**src/rtl/pwm16_pkg.sv**
```systemverilog
package pwm16_pkg;
  typedef enum logic [2:0] {
    SEL_DIV128 = 3'd0,
    SEL_DIV32  = 3'd1,
    SEL_DIV8   = 3'd2,
    SEL_FULL   = 3'd3,
    SEL_SLOW   = 3'd4
  } clk_sel_e;

  localparam logic [1:0] ADDR_LO   = 2'd0;
  localparam logic [1:0] ADDR_HI   = 2'd1;
  localparam logic [1:0] ADDR_CTRL = 2'd2;
endpackage

```
**src/rtl/pwm16_prescaler.sv**
```systemverilog
module pwm16_prescaler #(
  parameter int DIV_A = 7,
  parameter int DIV_B = 5,
  parameter int DIV_C = 3
) (
  input  logic       clk,
  input  logic       rst,
  input  logic [2:0] sel,
  input  logic       slow_tick,
  output logic       tick
);
  import pwm16_pkg::*;
  localparam int PRE_W = DIV_A;

  logic [PRE_W-1:0] pre_q;
  logic [2:0]       tap;

  localparam int EXPS [3] = '{DIV_A, DIV_B, DIV_C};
  for (genvar g = 0; g < 3; g++) begin : g_tap
    assign tap[g] = &pre_q[EXPS[g]-1:0];
  end

  always_ff @(posedge clk) begin
    if (rst) begin
      pre_q <= '0;
      tick  <= 1'b0;
    end else begin
      pre_q <= pre_q + 1'b1;
      case (sel)
        SEL_DIV128: tick <= tap[0];
        SEL_DIV32:  tick <= tap[1];
        SEL_DIV8:   tick <= tap[2];
        SEL_FULL:   tick <= 1'b1;
        SEL_SLOW:   tick <= slow_tick;
        default:    tick <= 1'b0;
      endcase
    end
  end


  no_tick_invalid_chk: assert property (@(posedge clk) disable iff (rst)
    (sel > 3'd4 && $past(sel > 3'd4) && !$past(rst)) |-> !tick);
endmodule

```
**src/rtl/pwm16_regs.sv**
```systemverilog
module pwm16_regs #(
  parameter int CNT_W = 16
) (
  input  logic             clk,
  input  logic             rst,
  input  logic             wr_en,
  input  logic [1:0]       addr,
  input  logic [7:0]       wdata,
  input  logic             ovf_commit,
  output logic             run,
  output logic [2:0]       sel,
  output logic             init_load,
  output logic             init_val,
  output logic [CNT_W-1:0] active,
  output logic [7:0]       rd_data
);
  import pwm16_pkg::*;
  localparam int HI_W = CNT_W - 8;

  logic [7:0]       lo_hold_q;
  logic [CNT_W-1:0] staged_q;
  logic [CNT_W-1:0] active_q;
  logic             run_q;
  logic             init_q;
  logic [2:0]       sel_q;
  logic [CNT_W-1:0] new_val;
  logic             lo_wr, hi_wr, ctl_wr;
  logic [7:0]       hi_rd;

  assign lo_wr   = wr_en && (addr == ADDR_LO);
  assign hi_wr   = wr_en && (addr == ADDR_HI);
  assign ctl_wr  = wr_en && (addr == ADDR_CTRL);
  assign new_val = {wdata[HI_W-1:0], lo_hold_q};

  always_ff @(posedge clk) begin
    if (rst) begin
      lo_hold_q <= '0;
      staged_q  <= '0;
      active_q  <= '0;
      run_q     <= 1'b0;
      init_q    <= 1'b0;
      sel_q     <= '0;
    end else begin
      if (lo_wr) lo_hold_q <= wdata;
      if (hi_wr) staged_q <= new_val;
      if (ctl_wr) begin
        run_q  <= wdata[0];
        init_q <= wdata[1];
        sel_q  <= wdata[4:2];
      end
      if (ovf_commit)
        active_q <= staged_q;
      else if (hi_wr && !run_q)
        active_q <= new_val;
    end
  end

  always_comb begin
    hi_rd = '0;
    hi_rd[HI_W-1:0] = staged_q[CNT_W-1:8];
  end

  always_ff @(posedge clk) begin
    if (rst) begin
      rd_data <= '0;
    end else begin
      case (addr)
        ADDR_LO:   rd_data <= staged_q[7:0];
        ADDR_HI:   rd_data <= hi_rd;
        ADDR_CTRL: rd_data <= {3'b000, sel_q, init_q, run_q};
        default:   rd_data <= '0;
      endcase
    end
  end

  assign run       = run_q;
  assign sel       = sel_q;
  assign init_val  = wdata[1];
  assign init_load = ctl_wr && !run_q;
  assign active    = active_q;


  active_hold_chk: assert property (@(posedge clk) disable iff (rst)
    (run_q && !ovf_commit) |=> $stable(active_q));
endmodule

```
**src/rtl/pwm16_core.sv**
```systemverilog
module pwm16_core #(
  parameter int CNT_W = 16
) (
  input  logic             clk,
  input  logic             rst,
  input  logic             run,
  input  logic             tick,
  input  logic [CNT_W-1:0] cmp,
  input  logic             init_load,
  input  logic             init_val,
  output logic             ovf_commit,
  output logic             pwm_out,
  output logic             period_irq
);
  logic [CNT_W-1:0] cnt_q;
  logic [CNT_W-1:0] cnt_nx;
  logic             ff_q;
  logic             hit, wrap;

  assign cnt_nx     = cnt_q + 1'b1;
  assign hit        = (cnt_nx == cmp);
  assign wrap       = &cnt_q;
  assign ovf_commit = run && tick && wrap;

  always_ff @(posedge clk) begin
    if (rst) begin
      cnt_q      <= '0;
      ff_q       <= 1'b0;
      period_irq <= 1'b0;
    end else begin
      period_irq <= 1'b0;
      if (!run) begin
        cnt_q <= '0;
      end else if (tick) begin
        cnt_q      <= cnt_nx;
        period_irq <= wrap;
        if (hit ^ wrap) ff_q <= ~ff_q;
      end
      if (init_load) ff_q <= init_val;
    end
  end

  assign pwm_out = ~ff_q;


  irq_single_chk: assert property (@(posedge clk) disable iff (rst)
    period_irq |=> !period_irq);


  irq_clears_cnt_chk: assert property (@(posedge clk) disable iff (rst)
    $rose(period_irq) |-> (cnt_q == '0));


  stop_holds_chk: assert property (@(posedge clk) disable iff (rst)
    (!run && !init_load) |=> $stable(ff_q));
endmodule

```
**src/rtl/pwm16_gen.sv**
```systemverilog
module pwm16_gen #(
  parameter int CNT_W = 16,
  parameter int DIV_A = 7,
  parameter int DIV_B = 5,
  parameter int DIV_C = 3
) (
  input  logic       clk,
  input  logic       rst,
  input  logic       slow_tick,
  input  logic       wr_en,
  input  logic [1:0] addr,
  input  logic [7:0] wdata,
  output logic [7:0] rd_data,
  output logic       pwm_out,
  output logic       period_irq
);
  logic             run, tick, init_load, init_val, ovf_commit;
  logic [2:0]       sel;
  logic [CNT_W-1:0] active;

  pwm16_prescaler #(.DIV_A(DIV_A), .DIV_B(DIV_B), .DIV_C(DIV_C)) u_pre (
    .clk(clk), .rst(rst), .sel(sel), .slow_tick(slow_tick), .tick(tick)
  );

  pwm16_regs #(.CNT_W(CNT_W)) u_regs (
    .clk(clk), .rst(rst), .wr_en(wr_en), .addr(addr), .wdata(wdata),
    .ovf_commit(ovf_commit), .run(run), .sel(sel), .init_load(init_load),
    .init_val(init_val), .active(active), .rd_data(rd_data)
  );

  pwm16_core #(.CNT_W(CNT_W)) u_core (
    .clk(clk), .rst(rst), .run(run), .tick(tick), .cmp(active),
    .init_load(init_load), .init_val(init_val), .ovf_commit(ovf_commit),
    .pwm_out(pwm_out), .period_irq(period_irq)
  );
endmodule

```
**config.mk**
```make
export PLATFORM = sky130hd
export DESIGN_NAME = pwm16_gen
export DESIGN_NICKNAME = d
export VERILOG_FILES = /design/src/rtl/pwm16_pkg.sv /design/src/rtl/pwm16_prescaler.sv /design/src/rtl/pwm16_regs.sv /design/src/rtl/pwm16_core.sv /design/src/rtl/pwm16_gen.sv
export SDC_FILE = /design/constraint.sdc
export NUM_CORES = 1
export LEC_CHECK = 0
export BUFFER_PORTS_ARGS = -buffer_cell sky130_fd_sc_hd__buf_4
export CAP_MARGIN = 30
export CORE_MARGIN = 2
export CORE_UTILIZATION = 40
export CTS_CLUSTER_SIZE = 20
export DETAILED_ROUTE_END_ITERATION = 16
export GPL_TIMING_DRIVEN = 0
export PLACE_DENSITY = 0.55
export SYNTH_ARGS = -nofsm -noshare
export SYNTH_HDL_FRONTEND = slang
export SYNTH_SLANG_ARGS = --single-unit
```
**constraint.sdc**
```tcl
create_clock -name clk -period 2.84 [get_ports clk]
set_input_delay 0.568 -clock clk [delete_from_list [all_inputs] [get_ports clk]]
set_output_delay 0.568 -clock clk [all_outputs]
set_load 0.01 [all_outputs]
```
== After elaboration in Yosys (flattened, before gate mapping) ==
Cells that the tools add are included.
Storage, ports and cells
  bits in registers: 79
  output and inout bits: 10
Operators by class
  add/sub/neg operators: 2
  eq/ne operators: 7
  multiplexer cells: 8
  bitwise operators: 4
  reduce and logical (&&, ||, !) cells: 21
Operators by type and width (count)
  $mux 16: 2
  $pmux 8 s3: 1
  $add 16x1->16 const B: 1
  $eq 16x16->1: 1
  $reduce_and 16->1: 1
  $reduce_bool 2->1: 4
  $add 7x1->7 const B: 1
  $logic_and 1x1->1: 7
  $reduce_and 7->1: 1
  $eq 3x2->1 const B: 2
  $reduce_and 3->1: 2
  $pmux 1 s5: 1
  $reduce_and 5->1: 1
  $mux 1: 4
  $eq 3x1->1 const B: 1
  $eq 3x3->1 const B: 1
  $logic_not 3->1: 1
  $not 1->1: 3
  $reduce_or 3->1: 1
  $eq 2x1->1 const B: 1
  $eq 2x2->1 const B: 1
  $logic_not 2->1: 1
  $reduce_or 2->1: 1
  $logic_not 1->1: 1
  $xor 1x1->1: 1

== Depth between registers and ports, before layout ==
Gate-level depths: netlist of the first run.
  depth after elaboration: 7
  mapped depth: 10

== By module ==
Synthesis of the first run repeated with hierarchy kept, for this count alone.
Unflattened totals
  cell total of the unflattened synthesis: 439
  area total of the unflattened synthesis: 3880.0 um^2
Modules (own cells, without submodules)
  pwm16_regs: times used 1, cells each 225, area each 2173.3 um^2, sequential area each 1061.0 um^2
  pwm16_core: times used 1, cells each 179, area each 1366.3 um^2, sequential area each 360.3 um^2
  pwm16_prescaler: times used 1, cells each 35, area each 340.3 um^2, sequential area each 160.2 um^2

== Worst setup path after synthesis of the first run ==
No wires, ideal clock.
  kind: reg2reg
  start: register u_core.cnt_q[0]
  end: register u_core.ff_q
  library setup time: 0.070 ns
  arrival time: 2.255 ns
  slack: 0.515 ns
  cell stages (with the launch flop): 11
  path buffers: 1
  path through: dfxtp_1 -> ha_1 -> and3_1 -> buf_6 -> nand2_2 -> or4_4 -> o2111ai_2 -> nor4_2 -> and3_1 -> a311o_1 -> a21oi_1
Between the ends
  word-level cells in the longest chain between the ends: 5
  elaborated cells between the ends (all ways): 6
  classes of those cells: 1 x add/sub; 1 x eq/ne; 1 x bitwise; 3 x reduce/logical
Ends and longest elaborated chain
  start: declaration: line pwm16_core.sv:15  | logic [CNT_W-1:0] cnt_q;
  start signal: assignment: line pwm16_core.sv:35  | cnt_q <= cnt_nx;
  $add 16x1->16: line pwm16_core.sv:20  | assign cnt_nx = cnt_q + 1'b1;
  $eq 16x16->1: line pwm16_core.sv:21  | assign hit = (cnt_nx == cmp);
  $xor 1x1->1 *: line pwm16_core.sv:37  | if (hit ^ wrap) ff_q <= ~ff_q;
  $reduce_bool 2->1 (no source line) *
  $reduce_and 3->1 (no source line) *
  end signal: assignment: line pwm16_core.sv:37
  end signal: assignment: line pwm16_core.sv:39  | if (init_load) ff_q <= init_val;
  end: declaration: line pwm16_core.sv:17  | logic ff_q;
Every way passes the cells marked *; elsewhere a longest branch is shown, timed or not.
A chain may end at the register's enable or synchronous reset.

== Final worst setup path of the first run ==
Same ends and word-level chain as after synthesis.

==> results.toml, run 1 <==
[cells_and_area]
fill_cells = 961
design_area_um2 = 4390
syn_to_final_growth_pct = 14.2
layout-drive-gt1-share = 0.111
antennaDiodeCount = 0
mostFrequentLayoutCells = "dfxtp_1, nor2_1, nand2_1"
fin_util = 0.473
final_common_cell = "dfxtp_1"
final_nets = 518

[worst_setup_path]
cp-end-kind = "register"
required_ns = 3.12
worst-setup-path-type = "reg2reg"
cp-endpoint = "u_core.ff_q"
rrSetupSlack_ns = 0.29
reg2reg_depth = 10
arrival_ns = 2.83
r2r_start = "u_core.cnt_q[0]"
cp_max_fo = 8
cp-start-kind = "register"
r2r_end = "u_core.ff_q"
setup.worst_path.start = "u_core.cnt_q[0]"

[global_route]
grt_pass1_vias = 3199
antenna_found_initial = 0
overflow = 0
grt_first_pass_wirelength_um = 16400
grt_use_total = 0.204
grt_max_degree = 14

[synth]
synth_area_um2 = 3840
ys_top_cells_by_area = "dfxtp_1, nor2_1, nand2_1"
synth-edff-count = 0
synth-seq-area-share = 0.411
ys_warn_count = 0
synth.largest_area_cell = "dfxtp_1"
avgSynthCellArea_um2 = 8.23
ys_seq_elements = 79
synthCells = 467
yosysUniqueCellTypes = 52
synth_nets = 485
synth_flop_cell = "dfxtp_1"
synthArstFlopShare = 0
yosysTopAreaCellShare = 0.411

[timing]
timing.fmax_mhz = 392
setup_slack_ns = 0.290
grt_setup_unrepaired = "no"
worst_pin_slew_ns = 0.621
fin_crit_sh = 0.898
slew_headroom = 0.586
hold_violations = 0
min_period_ns = 2.55
tns_ns = 0
clock_skew_ns = 0.00929
slew_viol_final = 0
setup_viol = 0

[drt]
vias = 3316
antenna_left = 0
firstDrtPassIters = 4
drc_errors = 0
routed_wl_um = 10000
drt_iter0_markers = 166
via_per_inst = 5.24
wire_per_inst_um = 15.8

[worst_hold_path]
min_path_type = "reg2reg"

[die]
die_width_um = 102
die_h_um = 102
num_rows = 35
ios = 24
coreArea_um2 = 9280
die_area_um2 = 10400
start_util = 0.414

[cts]
clk_pin_slew_ns = 0.08
clk-insertion-delay-late_ns = 0.35
clock_path_buffers = 2
post_cts_buffers = 0
cts_buffers = 9
hold_buffers = 0
cts_tree = "done"
clockRootBuffer = "clkbuf_8"
cts_resized = 0
cts_sinks = 79
ctsHtreeMaxLevel = 3

[power]
p_per_area_nw_per_um2 = 505
ir_worst_vdd_v = 0.000261
pwr-share-clk = 0.424
switchingPower_w = 0.000524
p_int_w = 0.00169
seqPwrFrac = 0.517
p_total_w = 0.00222
power.share.switching = 0.236
combPwrFrac = 0.060
p_leak_nw = 1.62

[placed_design]
place_ws_ns = 0.259
placedInstanceArea_um2 = 4170
port_buffers = 22
gp_congestion = 0.862
dp_hpwl_um = 7320

[job]
cap_viol_max_count = 0

[run_status]
status = "finished clean"
==> cells by family (layout without fill, tap and decap cells) <==
logic type,count (synthesis),count (layout),share of synthesized area
mux,22,22,0.0573
simple gates,194,194,0.235
xor+xnor,32,32,0.0729
compound gates,94,94,0.159
fa+ha+maj,4,4,0.0130
buf+inv,42,79,0.0514
flops,79,79,0.411
==> state kept, by name, indices dropped and copies added (netlist names) <==
signal             count
u_core.cnt_q          16
u_regs.active         16
u_regs.staged_q       16
u_regs.lo_hold_q       8
u_regs.rd_data         8
u_pre.pre_q            7
u_regs.sel             3
u_core.ff_q            1
u_core.period_irq      1
u_pre.tick             1
u_regs.init_q          1
u_regs.run             1
==> metal layers <==
layer,part of all wire,GRT usage,vias to the layer above
li1,-,-,1698
met1,0.49,0.283,1524
met2,0.45,0.317,78
met3,0.043,0.0410,16
met4,0.018,0.0687,0
met5,0,0,-
==> final cells by class <==
| cell class | count | area, um^2 | area share |
|---|---|---|---|
| Buffer | 37 | 179 | 0.0407 |
| Clock buffer | 10 | 138 | 0.0313 |
| Clock inverter | 5 | 82.6 | 0.0188 |
| Inverter | 5 | 18.8 | 0.00427 |
| Multi-Input combinational cell | 346 | 2070 | 0.470 |
| Sequential cell | 79 | 1580 | 0.360 |
| Tap cell | 129 | 161 | 0.0368 |
| Timing Repair Buffer | 22 | 165 | 0.0376 |
==> power groups by stage <==
stage | registers (W) | logic, W | clock network, W
final | 0.00115 | 0.000132 | 0.000940
after CTS | 0.00115 | 0.000133 | 0.000963
after global routing | 0.00115 | 0.000147 | 0.00101
after floorplan | 0.00117 | 0.0000811 | 0
after detailed placement | 0.00117 | 0.000132 | 0
after global placement | 0.00117 | 0.000130 | 0
==> Yosys cell counts, types with 2 or more instances <==
library cell  instances
nand3_1              10
inv_1                 5
xnor2_1              14
buf_2                 2
nor3_1                5
and3_1                6
xor2_1               18
buf_1                 2
and4_1                5
nand2b_1              5
dfxtp_1              79
buf_4                 6
buf_6                 2
a311oi_1             16
o22ai_1               3
clkbuf_1             25
a21oi_1              32
nand2_1              60
o21ai_0              21
mux2i_1              22
nand4_1               9
a31oi_1               6
ha_1                  4
nand3b_1              2
nor2b_1               8
a211o_1               2
a311o_1               2
nor2_1               72
==> worst max-delay path, stage by stage, from the launching register on <==
cell and delay (ns):
dfxtp_1 0.47, ha_1 0.32, and3_1 0.21, buf_6 0.14, nand2_2 0.06, or4_4 0.48, o2111ai_2 0.09, nor4_2 0.08
and3_1 0.19, a311o_1 0.32, a21oi_1 0.14
==> worst min path at each step <==
| stage | from | end | depth (start not counted) |
|---|---|---|---|
| 6_report | u_pre.pre_q[0] | u_pre.pre_q[0] | 1 |
| 5_1_grt | wdata[5] | u_regs.staged_q[13] | 3 |
| 4_1_cts | u_pre.pre_q[0] | u_pre.pre_q[0] | 1 |
| 3_5_place_dp | u_pre.pre_q[0] | u_pre.pre_q[0] | 1 |
| 3_3_place_gp | u_pre.pre_q[0] | u_pre.pre_q[0] | 1 |
| 2_1_floorplan | u_pre.pre_q[0] | u_pre.pre_q[0] | 1 |
==> metrics by stage <==
| step | hold slack [ns] | instances |
|---|---|---|
| finish | 0.450 | 633 |
| floorplan | 0.418 | 467 |
| global placement | 0.425 | 618 |
| CTS | 0.456 | 633 |
| detailed placement | 0.437 | 618 |
| global route | 0.472 | 633 |
No activity file was read; power rests on OpenSTA's default activity.
==> run 2: changes to the inputs <==
RECOVER_POWER = 50   (was default)
==> run 2 against run 1 <==
Final cell count did not move. Fmax is 0.26% higher. Via count shrank 0.45%. Core utilization is 0.44 points lower. Wire length decreased by 0.24%. Power hardly changed. Clock skew fell by 0.00099 ns. Worst setup slack improved by 0.0065 ns. Critical path depth unchanged. Critical path type unchanged. Critical endpoint unchanged.
==> results.toml, run 2 (synthesized netlist as in run 1, its figures left out) <==
[cells_and_area]
antennaDiodeCount = 0
syn_to_final_growth_pct = 13.1
final_nets = 518
final_common_cell = "dfxtp_1"
layout-drive-gt1-share = 0.0893
fin_util = 0.469
mostFrequentLayoutCells = "dfxtp_1, nor2_1, nand2_1"

[worst_setup_path]
worst-setup-path-type = "reg2reg"
cp-start-kind = "register"
rrSetupSlack_ns = 0.30
required_ns = 3.12
crit_slowest_cell = "or4_4"
critical-path-max-stage-delay_ns = 0.48
cp_max_fo = 8
cpMostUsedCell = "and3_1"
cp_cell_sequence = "ha_1, and3_1, buf_6, nand2_2, or4_4, o2111ai_2, nor4_2, and3_1, a311o_1, a21oi_1"
cp-end-kind = "register"
arrival_ns = 2.83

[cts]
hold_buffers = 0
clock_path_buffers = 2
cts_tree = "done"
clk_pin_slew_ns = 0.08
cts_sinks = 79
cts_buffers = 9
clockRootBuffer = "clkbuf_8"
cts_resized = 0
post_cts_buffers = 0
ctsHtreeMaxLevel = 3
clk-insertion-delay-late_ns = 0.35

[timing]
slew_headroom = 0.586
worst_pin_slew_ns = 0.621
hold_violations = 0
slew_viol_final = 0
min_period_ns = 2.54
fin_crit_sh = 0.895
grt_setup_unrepaired = "no"
setup_viol = 0
timing.fmax_mhz = 393
tns_ns = 0
clock_skew_ns = 0.00830
whs_ns = 0.449

[die]
ios = 24
coreArea_um2 = 9280
die_area_um2 = 10400
die_width_um = 102
die_h_um = 102
num_rows = 35
start_util = 0.414

[global_route]
overflow = 0
grt_max_degree = 14
grt_use_total = 0.204
grt_first_pass_wirelength_um = 16400
antenna_found_initial = 0
grt_pass1_vias = 3199

[placed_design]
dp_hpwl_um = 7320
gp_congestion = 0.862
port_buffers = 22

[drt]
antenna_left = 0
vias = 3301
firstDrtPassIters = 4
drt_iter0_markers = 162
wire_per_inst_um = 15.8
drc_errors = 0
routed_wl_um = 9990
via_per_inst = 5.21

[job]
cap_viol_max_count = 0

[power]
p_leak_nw = 1.57
ir_worst_vdd_v = 0.000262
p_per_area_nw_per_um2 = 509

[worst_hold_path]
min_path_type = "reg2reg"

[run_status]
status = "finished clean"
[run 2: cell types whose count changed in the layout (fill, tap and decap cells not counted)]
cell	change
clkbuf_4	+1
buf_4	-12
buf_1	-2
clkbuf_1	+13
[run 2: metal layers]
metal,vias up,global-route usage,wire (um)
met5,-,0,0
met4,0,0.0687,200
met3,19,0.0410,517
met2,86,0.317,4410
met1,1505,0.283,4870
li1,1691,-,-
[run 2: metrics by stage]
| stage | instance area, um^2 | std cells | setup slack (ns) | power [W] |
|---|---|---|---|---|
| after detailed placement | 4170 | 618 | 0.259 | 0.00130 |
| after global routing | 4350 | 633 | 0.132 | 0.00230 |
| after CTS | 4390 | 633 | 0.313 | 0.00224 |
| after floorplan | 3840 | 467 | 0.515 | 0.00125 |
| after global placement | 4170 | 618 | 0.262 | 0.00130 |
| final | 4350 | 633 | 0.297 | 0.00222 |
[run 2: final cells by class]
cell class,count,area (um^2)
Sequential cell,79,1580
Multi-Input combinational cell,346,2070
Inverter,5,18.8
Timing Repair Buffer,22,124
Buffer,37,179
Clock buffer,10,138
Fill cell,970,4930
Tap cell,129,161
Clock inverter,5,82.6
[run 2: path summary, 6_finish.rpt]
check / start / to / cells past startpoint
worst max register to register: u_core.cnt_q[0] / u_core.ff_q / 10
worst min-delay path: u_pre.pre_q[0] / u_pre.pre_q[0] / 1
worst max-delay path: u_core.cnt_q[0] / u_core.ff_q / 10
worst min register to register: u_pre.pre_q[0] / u_pre.pre_q[0] / 1
[run 2: critical path: cells and delay by family (launching register included)]
kind | cells | cell delay, ns
AND/OR/NAND/NOR | 5 | 1.02
adder cells (fa/ha/maj) | 1 | 0.32
buffers and inverters | 1 | 0.14
flip-flops | 1 | 0.47
AO/OA/AOI/OAI | 3 | 0.55
[run 2: where the power goes]
| group | leakage, nW | switching (W) | internal, W |
|---|---|---|---|
| clock | 0.112 | 0.000424 | 0.000516 |
| combinational | 0.818 | 0.0000816 | 0.0000485 |
| sequential | 0.639 | 0.0000178 | 0.00113 |
